`config.mk`:
```
export PLATFORM = sky130hd
export DESIGN_NAME = mdec_bank
export DESIGN_NICKNAME = d
export VERILOG_FILES = /design/src/rtl/mdec_pkg.sv /design/src/rtl/mdec_slot.sv /design/src/rtl/mdec_glob.sv /design/src/rtl/mdec_scratch.sv /design/src/rtl/mdec_bank.sv
export SDC_FILE = /design/constraint.sdc
export NUM_CORES = 2
export LEC_CHECK = 0
export BUFFER_PORTS_ARGS = -buffer_cell sky130_fd_sc_hd__clkbuf_2
export CORE_AREA = 4 4 302 304
export DETAILED_ROUTE_END_ITERATION = 16
export DIE_AREA = 0 0 306 308
export PLACE_DENSITY_LB_ADDON = 0.05
export SLEW_MARGIN = 20
export SYNTH_ARGS = -nofsm -noshare
export SYNTH_HDL_FRONTEND = slang
export SYNTH_SLANG_ARGS = --single-unit
```
`constraint.sdc`:
```
create_clock -name clk -period 8.75 [get_ports clk]
set_clock_uncertainty 0.2 [all_clocks]
set_input_delay 0.875 -clock clk [delete_from_list [all_inputs] [get_ports clk]]
set_output_delay 0.875 -clock clk [all_outputs]
set_load 0.005 [all_outputs]
```
`src/rtl/mdec_pkg.sv`:
```
package mdec_pkg;
  localparam int DW       = 32;
  localparam int CTL_REQ  = 9;   // commit request, stored
  localparam int CTL_DONE = 10;  // committed status, read-only
  localparam int CTL_ERR  = 11;  // error flag, read-only
  localparam int CTL_RW_W = 10;  // writable control bits [9:0]

  typedef enum logic [2:0] {
    F_BASE_LO = 3'd0,
    F_BASE_HI = 3'd1,
    F_SIZE_LO = 3'd2,
    F_SIZE_HI = 3'd3,
    F_CTRL    = 3'd4,
    F_TGT_LO  = 3'd5,
    F_TGT_HI  = 3'd6,
    F_NONE    = 3'd7
  } slot_field_e;

  // Byte offset inside a slot to register field.
  function automatic slot_field_e field_of(input logic [7:0] off);
    case (off)
      8'h00:   return F_BASE_LO;
      8'h04:   return F_BASE_HI;
      8'h08:   return F_SIZE_LO;
      8'h0C:   return F_SIZE_HI;
      8'h10:   return F_CTRL;
      8'h14:   return F_TGT_LO;
      8'h18:   return F_TGT_HI;
      default: return F_NONE;
    endcase
  endfunction

  // Encoded decoder count: 1 -> 0, otherwise n/2.
  function automatic logic [3:0] count_code(input int n);
    return (n <= 1) ? 4'd0 : 4'(n / 2);
  endfunction
endpackage

```
`src/rtl/mdec_slot.sv`:
```
module mdec_slot
  import mdec_pkg::*;
(
  input  logic          clk,
  input  logic          rst_n,
  input  logic          wr_en,
  input  slot_field_e   wr_field,
  input  logic [DW-1:0] wr_data,
  input  logic          err_set,
  input  slot_field_e   rd_field,
  output logic [DW-1:0] rd_data,
  output logic          committed,
  output logic          err_flag,
  output logic          commit_evt,
  output logic          uncommit_evt
);
  logic [DW-1:0]       store [7];
  logic [CTL_RW_W-1:0] ctrl_rw;
  logic                ctrl_wr;

  assign ctrl_wr      = wr_en && (wr_field == F_CTRL);
  assign commit_evt   = ctrl_wr && wr_data[CTL_REQ];
  assign uncommit_evt = ctrl_wr && !wr_data[CTL_REQ];

  always_ff @(posedge clk or negedge rst_n) begin
    if (!rst_n) begin
      for (int k = 0; k < 7; k++) store[k] <= '0;
      ctrl_rw   <= '0;
      committed <= 1'b0;
      err_flag  <= 1'b0;
    end else begin
      if (wr_en && wr_field != F_CTRL && wr_field != F_NONE)
        store[int'(wr_field)] <= wr_data;
      if (ctrl_wr) begin
        ctrl_rw   <= wr_data[CTL_RW_W-1:0];
        committed <= commit_evt;
        err_flag  <= 1'b0;
      end else if (err_set) begin
        err_flag  <= 1'b1;
      end
    end
  end

  always_comb begin
    case (rd_field)
      F_CTRL:  rd_data = {{(DW-CTL_ERR-1){1'b0}}, err_flag, committed, ctrl_rw};
      F_NONE:  rd_data = '0;
      default: rd_data = store[int'(rd_field)];
    endcase
  end
endmodule

```
`src/rtl/mdec_glob.sv`:
```
module mdec_glob (
  input  logic       clk,
  input  logic       rst_n,
  input  logic       wr_en,
  input  logic [1:0] wr_bits,
  output logic       poison_en,
  output logic       decode_en
);
  always_ff @(posedge clk or negedge rst_n) begin
    if (!rst_n) begin
      poison_en <= 1'b0;
      decode_en <= 1'b0;
    end else if (wr_en) begin
      poison_en <= wr_bits[0];
      decode_en <= wr_bits[1];
    end
  end
endmodule

```
`src/rtl/mdec_scratch.sv`:
```
module mdec_scratch #(
  parameter int WORDS = 4,
  parameter int DW    = 32,
  localparam int IW   = (WORDS > 1) ? $clog2(WORDS) : 1
) (
  input  logic          clk,
  input  logic          rst_n,
  input  logic          wr_en,
  input  logic [IW-1:0] wr_idx,
  input  logic [DW-1:0] wr_data,
  input  logic [IW-1:0] rd_idx,
  output logic [DW-1:0] rd_data
);
  logic [DW-1:0] mem [WORDS];

  always_ff @(posedge clk or negedge rst_n) begin
    if (!rst_n) begin
      for (int k = 0; k < WORDS; k++) mem[k] <= '0;
    end else if (wr_en) begin
      mem[wr_idx] <= wr_data;
    end
  end

  assign rd_data = mem[rd_idx];
endmodule

```
`src/rtl/mdec_bank.sv`:
```
module mdec_bank
  import mdec_pkg::*;
#(
  parameter int NUM_SLOTS     = 4,
  parameter int ADDR_W        = 8,
  parameter int SLOT_BASE     = 'h10,
  parameter int SLOT_STRIDE   = 'h20,
  parameter int SCRATCH_BASE  = 'hC0,
  parameter int SCRATCH_WORDS = 4
) (
  input  logic                 clk,
  input  logic                 rst_n,
  input  logic                 wr_en,
  input  logic [ADDR_W-1:0]    wr_addr,
  input  logic [31:0]          wr_data,
  input  logic [ADDR_W-1:0]    rd_addr,
  output logic [31:0]          rd_data,
  input  logic [NUM_SLOTS-1:0] slot_err_set,
  output logic [NUM_SLOTS-1:0] committed,
  output logic                 poison_en,
  output logic                 decode_en
);
  localparam int SIW = (NUM_SLOTS > 1) ? $clog2(NUM_SLOTS) : 1;
  localparam int CIW = (SCRATCH_WORDS > 1) ? $clog2(SCRATCH_WORDS) : 1;
  localparam logic [ADDR_W-1:0] A_CAP   = '0;
  localparam logic [ADDR_W-1:0] A_GCTL  = ADDR_W'(4);
  localparam logic [ADDR_W-1:0] A_SLOT0 = ADDR_W'(SLOT_BASE);
  localparam logic [ADDR_W-1:0] A_STRD  = ADDR_W'(SLOT_STRIDE);
  localparam logic [ADDR_W-1:0] A_WEND  = ADDR_W'(SLOT_BASE + (NUM_SLOTS-1)*SLOT_STRIDE + 'h18);
  localparam logic [ADDR_W-1:0] A_SCR   = ADDR_W'(SCRATCH_BASE);
  localparam logic [ADDR_W-1:0] A_SEND  = ADDR_W'(SCRATCH_BASE + 4*SCRATCH_WORDS - 4);
  localparam logic [31:0]       CAP_VAL = {28'd0, count_code(NUM_SLOTS)};

  function automatic logic in_slots(input logic [ADDR_W-1:0] a);
    return (a >= A_SLOT0) && (a <= A_WEND);
  endfunction
  function automatic logic [SIW-1:0] slot_of(input logic [ADDR_W-1:0] a);
    return SIW'((a - A_SLOT0) / A_STRD);
  endfunction
  function automatic slot_field_e fld_of(input logic [ADDR_W-1:0] a);
    return field_of(8'((a - A_SLOT0) % A_STRD));
  endfunction
  function automatic logic in_scr(input logic [ADDR_W-1:0] a);
    return (a >= A_SCR) && (a <= A_SEND) && (a[1:0] == 2'b00);
  endfunction
  function automatic logic [CIW-1:0] scr_of(input logic [ADDR_W-1:0] a);
    return CIW'((a - A_SCR) >> 2);
  endfunction

  // Named internal events for the checker.
  logic [NUM_SLOTS-1:0] commit_evt, uncommit_evt, slot_err;
  logic [31:0]          slot_rd [NUM_SLOTS];
  logic [31:0]          scr_rd;
  logic                 wr_slot_hit, rd_slot_hit;
  logic [SIW-1:0]       wr_slot, rd_slot;
  slot_field_e          wr_fld, rd_fld;

  assign wr_slot_hit = wr_en && in_slots(wr_addr);
  assign wr_slot     = slot_of(wr_addr);
  assign wr_fld      = fld_of(wr_addr);
  assign rd_slot_hit = in_slots(rd_addr);
  assign rd_slot     = slot_of(rd_addr);
  assign rd_fld      = fld_of(rd_addr);

  for (genvar i = 0; i < NUM_SLOTS; i++) begin : g_slot
    mdec_slot u_slot (
      .clk          (clk),
      .rst_n        (rst_n),
      .wr_en        (wr_slot_hit && (wr_slot == SIW'(i))),
      .wr_field     (wr_fld),
      .wr_data      (wr_data),
      .err_set      (slot_err_set[i]),
      .rd_field     (rd_fld),
      .rd_data      (slot_rd[i]),
      .committed    (committed[i]),
      .err_flag     (slot_err[i]),
      .commit_evt   (commit_evt[i]),
      .uncommit_evt (uncommit_evt[i])
    );
  end

  mdec_glob u_glob (
    .clk       (clk),
    .rst_n     (rst_n),
    .wr_en     (wr_en && (wr_addr == A_GCTL)),
    .wr_bits   (wr_data[1:0]),
    .poison_en (poison_en),
    .decode_en (decode_en)
  );

  mdec_scratch #(.WORDS(SCRATCH_WORDS), .DW(32)) u_scr (
    .clk     (clk),
    .rst_n   (rst_n),
    .wr_en   (wr_en && in_scr(wr_addr)),
    .wr_idx  (scr_of(wr_addr)),
    .wr_data (wr_data),
    .rd_idx  (scr_of(rd_addr)),
    .rd_data (scr_rd)
  );

  always_comb begin
    if (rd_addr == A_CAP)           rd_data = CAP_VAL;
    else if (rd_addr == A_GCTL)     rd_data = {30'd0, decode_en, poison_en};
    else if (rd_slot_hit)           rd_data = slot_rd[rd_slot];
    else if (in_scr(rd_addr))       rd_data = scr_rd;
    else                            rd_data = '0;
  end
endmodule

```
==> results.md <==
- Net count, final: 3585
- PD cells: 202 mW/mm^2
- Post-CTS Setup Bufs: 0
- Vias in the first global route: 32400
- Max Slew Vio Count: 0
- Clk sinks: 1026
- Layout cells sized above 1: 39.9%
- Starting density of the core: 53.8%
- Final hold vios: 0
- Post-place instance area: 0.0485 mm^2
- Post-Synthesis Cells: 3679
- Dpl cells: 4579
- Status: finished clean
- CP max FO: 70
- H-Tree Level Count: 3
- Lkg Pwr: 25.2 nW
- Worst skew pair latency: 0.68 ns
- Hold Buf Count CTS: 1
- First-pass GRT wire length: 215 mm
- CP Launch Point: rd_addr[2]
- Largest cells by area after synthesis: dfrtp_1 54%, mux2_2 23%, mux2i_1 4.1%, clkbuf_1 2.3%, mux4_2 2.1%
- Yosys top cell by area: dfrtp_1
- Mapped cell area: 0.0474 mm^2
- Number of synthesis warnings: 0
- Final design area excluding fillers: 0.0521 mm^2
- GRT Util Overall: 30.5%
- Hold path startpoint: g_slot[0].u_slot.store[79]
- Maximum clock path buffer count: 3
- Ports: 93
- Peak supply drop: 197 uV
- DR vias: 31100
- Final period util: 68.1%
- Worst path required time: 7.68 ns
- Hpwl dp: 81.4 mm
- Synth Register Bits: 1026
- Worst setup EP type: output pin
- Critical Path AT: 4.88 ns
- Synth Area per Inst: 12.9 um^2
- Hold crit path type: flip-flop to flip-flop
- Layout area overhead: 9.81%
- Primary FF master, synth: dfrtp_1
- FP Rows: 109
- RSZ-0062 raised after global routing: false
- CTS resizes: 0
- Top cell type's share of synthesized area: 54.1%
- Critical path class: input pin to output pin
- DRC errors left: 0
- CTS tree: done
- Initial antenna violation count: 7
- Core Region: 0.0882 mm^2
- Number of fill cells: 6946
- Vias per Instance: 6.50
- Post-synth EDFFs: 0
- Asr flop ratio synth: 100%
- DRT Pass-1 Iters: 7
- Net Count, Synth: 3738
- Drt wl/cell: 30.2 um
- Final wirelength: 144 mm
- Seq/Total Area, Yosys: 54.1%
- Grt total ovfl: 0
- Min Tclk post-route: 5.96 ns
- IO Port Bufs: 92
- Placer's final routability congestion estimate: 0.834
- Max-Cap Viols: 0
- Hold path cells: 0
- Fin cells: 4780
- Reg clk slew, reported paths: 0.06 ns
- Top post-synthesis cells by count: 1026 x dfrtp_1, 989 x mux2_2, 295 x clkbuf_1
- Antenna-violating nets left: 0
- DR iter-0 viols: 2569
- Count of cell types in the netlist: 60
- Root Driver: clkbuf_16
- Tightest Pin Transition: 1.14 ns
- Register area: 0.0257 mm^2
- Worst slew margin: 23.8%
- Startpoint type of the worst setup path: input pin
- R2R depth: 1
- Die area: 0.0942 mm^2
- Die Ht: 308 um
- CTS Buf Count: 109
- Setup TNS: 0 ns
- Top-count cell post-synth: dfrtp_1
- Post-layout util: 59.0%
- Fmax: 0.168 GHz
- Final setup viols: 0
- RR Startpoint: u_glob.poison_en
- Pin count of the biggest net entering global routing: 172
- Die W: 306 um
- Multi-input logic area: 0.0202 mm^2
worst paths after layout:
kind	slack [ns]	endpoint
hold / removal	0.17	g_slot[0].u_slot.store[79]
max in group asynchronous	5.62	g_slot[0].u_slot.store[113]
hold reg to reg	0.17	g_slot[0].u_slot.store[79]
min in group asynchronous	0.53	g_slot[3].u_slot.store[202]
setup / recovery	2.79	rd_data[2]
setup reg to reg	7.72	u_glob.poison_en
registers in the layout, indices dropped and copies added, names as in the netlist:
signal	cells
g_slot.u_slot.committed	4
g_slot.u_slot.ctrl_rw	40
g_slot.u_slot.err_flag	4
g_slot.u_slot.store	848
u_glob.decode_en	1
u_glob.poison_en	1
u_scr.mem	128
layout by cell type (no fill, tap or decap), types with 8 or more instances in the layout:
master	Yosys	final
clkbuf_2	0	88
o22ai_1	29	29
dfrtp_1	1026	1026
a221o_1	23	23
nor3_2	0	8
nand2_1	120	116
buf_4	13	72
nor2_4	0	16
clkinv_2	0	19
o211ai_1	28	28
a211oi_1	33	33
o21ai_0	128	127
clkbuf_1	295	29
clkbuf_16	0	109
and3_1	17	17
mux2i_1	196	196
mux2_2	989	989
or4b_2	9	9
nand3_1	49	46
clkbuf_8	0	25
nor2b_1	17	17
o2bb2ai_1	8	8
a221oi_1	47	47
nor2_1	105	88
o221a_2	10	10
a22oi_1	21	21
or3_1	18	18
nor3_1	34	26
mux4_2	44	44
a21oi_1	149	149
o221ai_1	69	69
cell type report:
type                    instances  area share (%)
flip-flops and latches       1026            49.3
multi-input cells            2213            38.8
clock buffers                 163            6.11
well taps                    1165            2.80
repair buffers                169            2.16
clock inverters                34           0.761
inverters                       7          0.0504
diodes                          3          0.0144
through the flow:
stage	power, mW	worst slack [ns]	hold slack [ns]
after global routing	10.9	2.58	0.183
after detailed placement	6.00	2.85	0.163
final	10.5	2.79	0.173
after CTS	10.6	2.84	0.177
after global placement	5.95	2.89	0.160
after floorplan	5.63	3.97	0.224
report_power, final:
group	internal, mW	leakage, nW	switching, mW
Sequential	4.94	14.2	0.0981
Clock	2.69	1.77	1.94
Combinational	0.325	9.25	0.550
critical path, stage by stage:
cell	delay (ns)
buf_8	0.47
buf_4	0.79
and2_4	0.94
a221oi_1	0.22
o41ai_1	0.39
a41oi_1	0.15
a221oi_1	0.64
clkbuf_2	0.23
per-layer routing:
| layer | share of wire, % | vias to the layer above | GRT usage [%] |
|---|---|---|---|
| li1 | - | 13100 | - |
| met1 | 44 | 16700 | 42.8 |
| met2 | 47 | 1064 | 49.5 |
| met3 | 6.2 | 233 | 4.74 |
| met4 | 2.9 | 2 | 9.26 |
| met5 | 0.0090 | - | 0 |
cell families (layout without fill, tap and decap cells):
group                    count (synthesis)  count (layout)  share of synthesized area (%)
flip-flops                            1026            1026                           54.1
multiplexers                          1236            1236                           29.9
XOR/XNOR                                 6               6                          0.111
AO/OA/AOI/OAI                          565             565                           7.96
adder cells (fa/ha/maj)                  4               4                          0.106
other                                    0               3                              0
AND/OR/NAND/NOR                        402             402                           4.07
buffers and inverters                  440             373                           3.76
No activity file was read; power rests on OpenSTA's default activity.
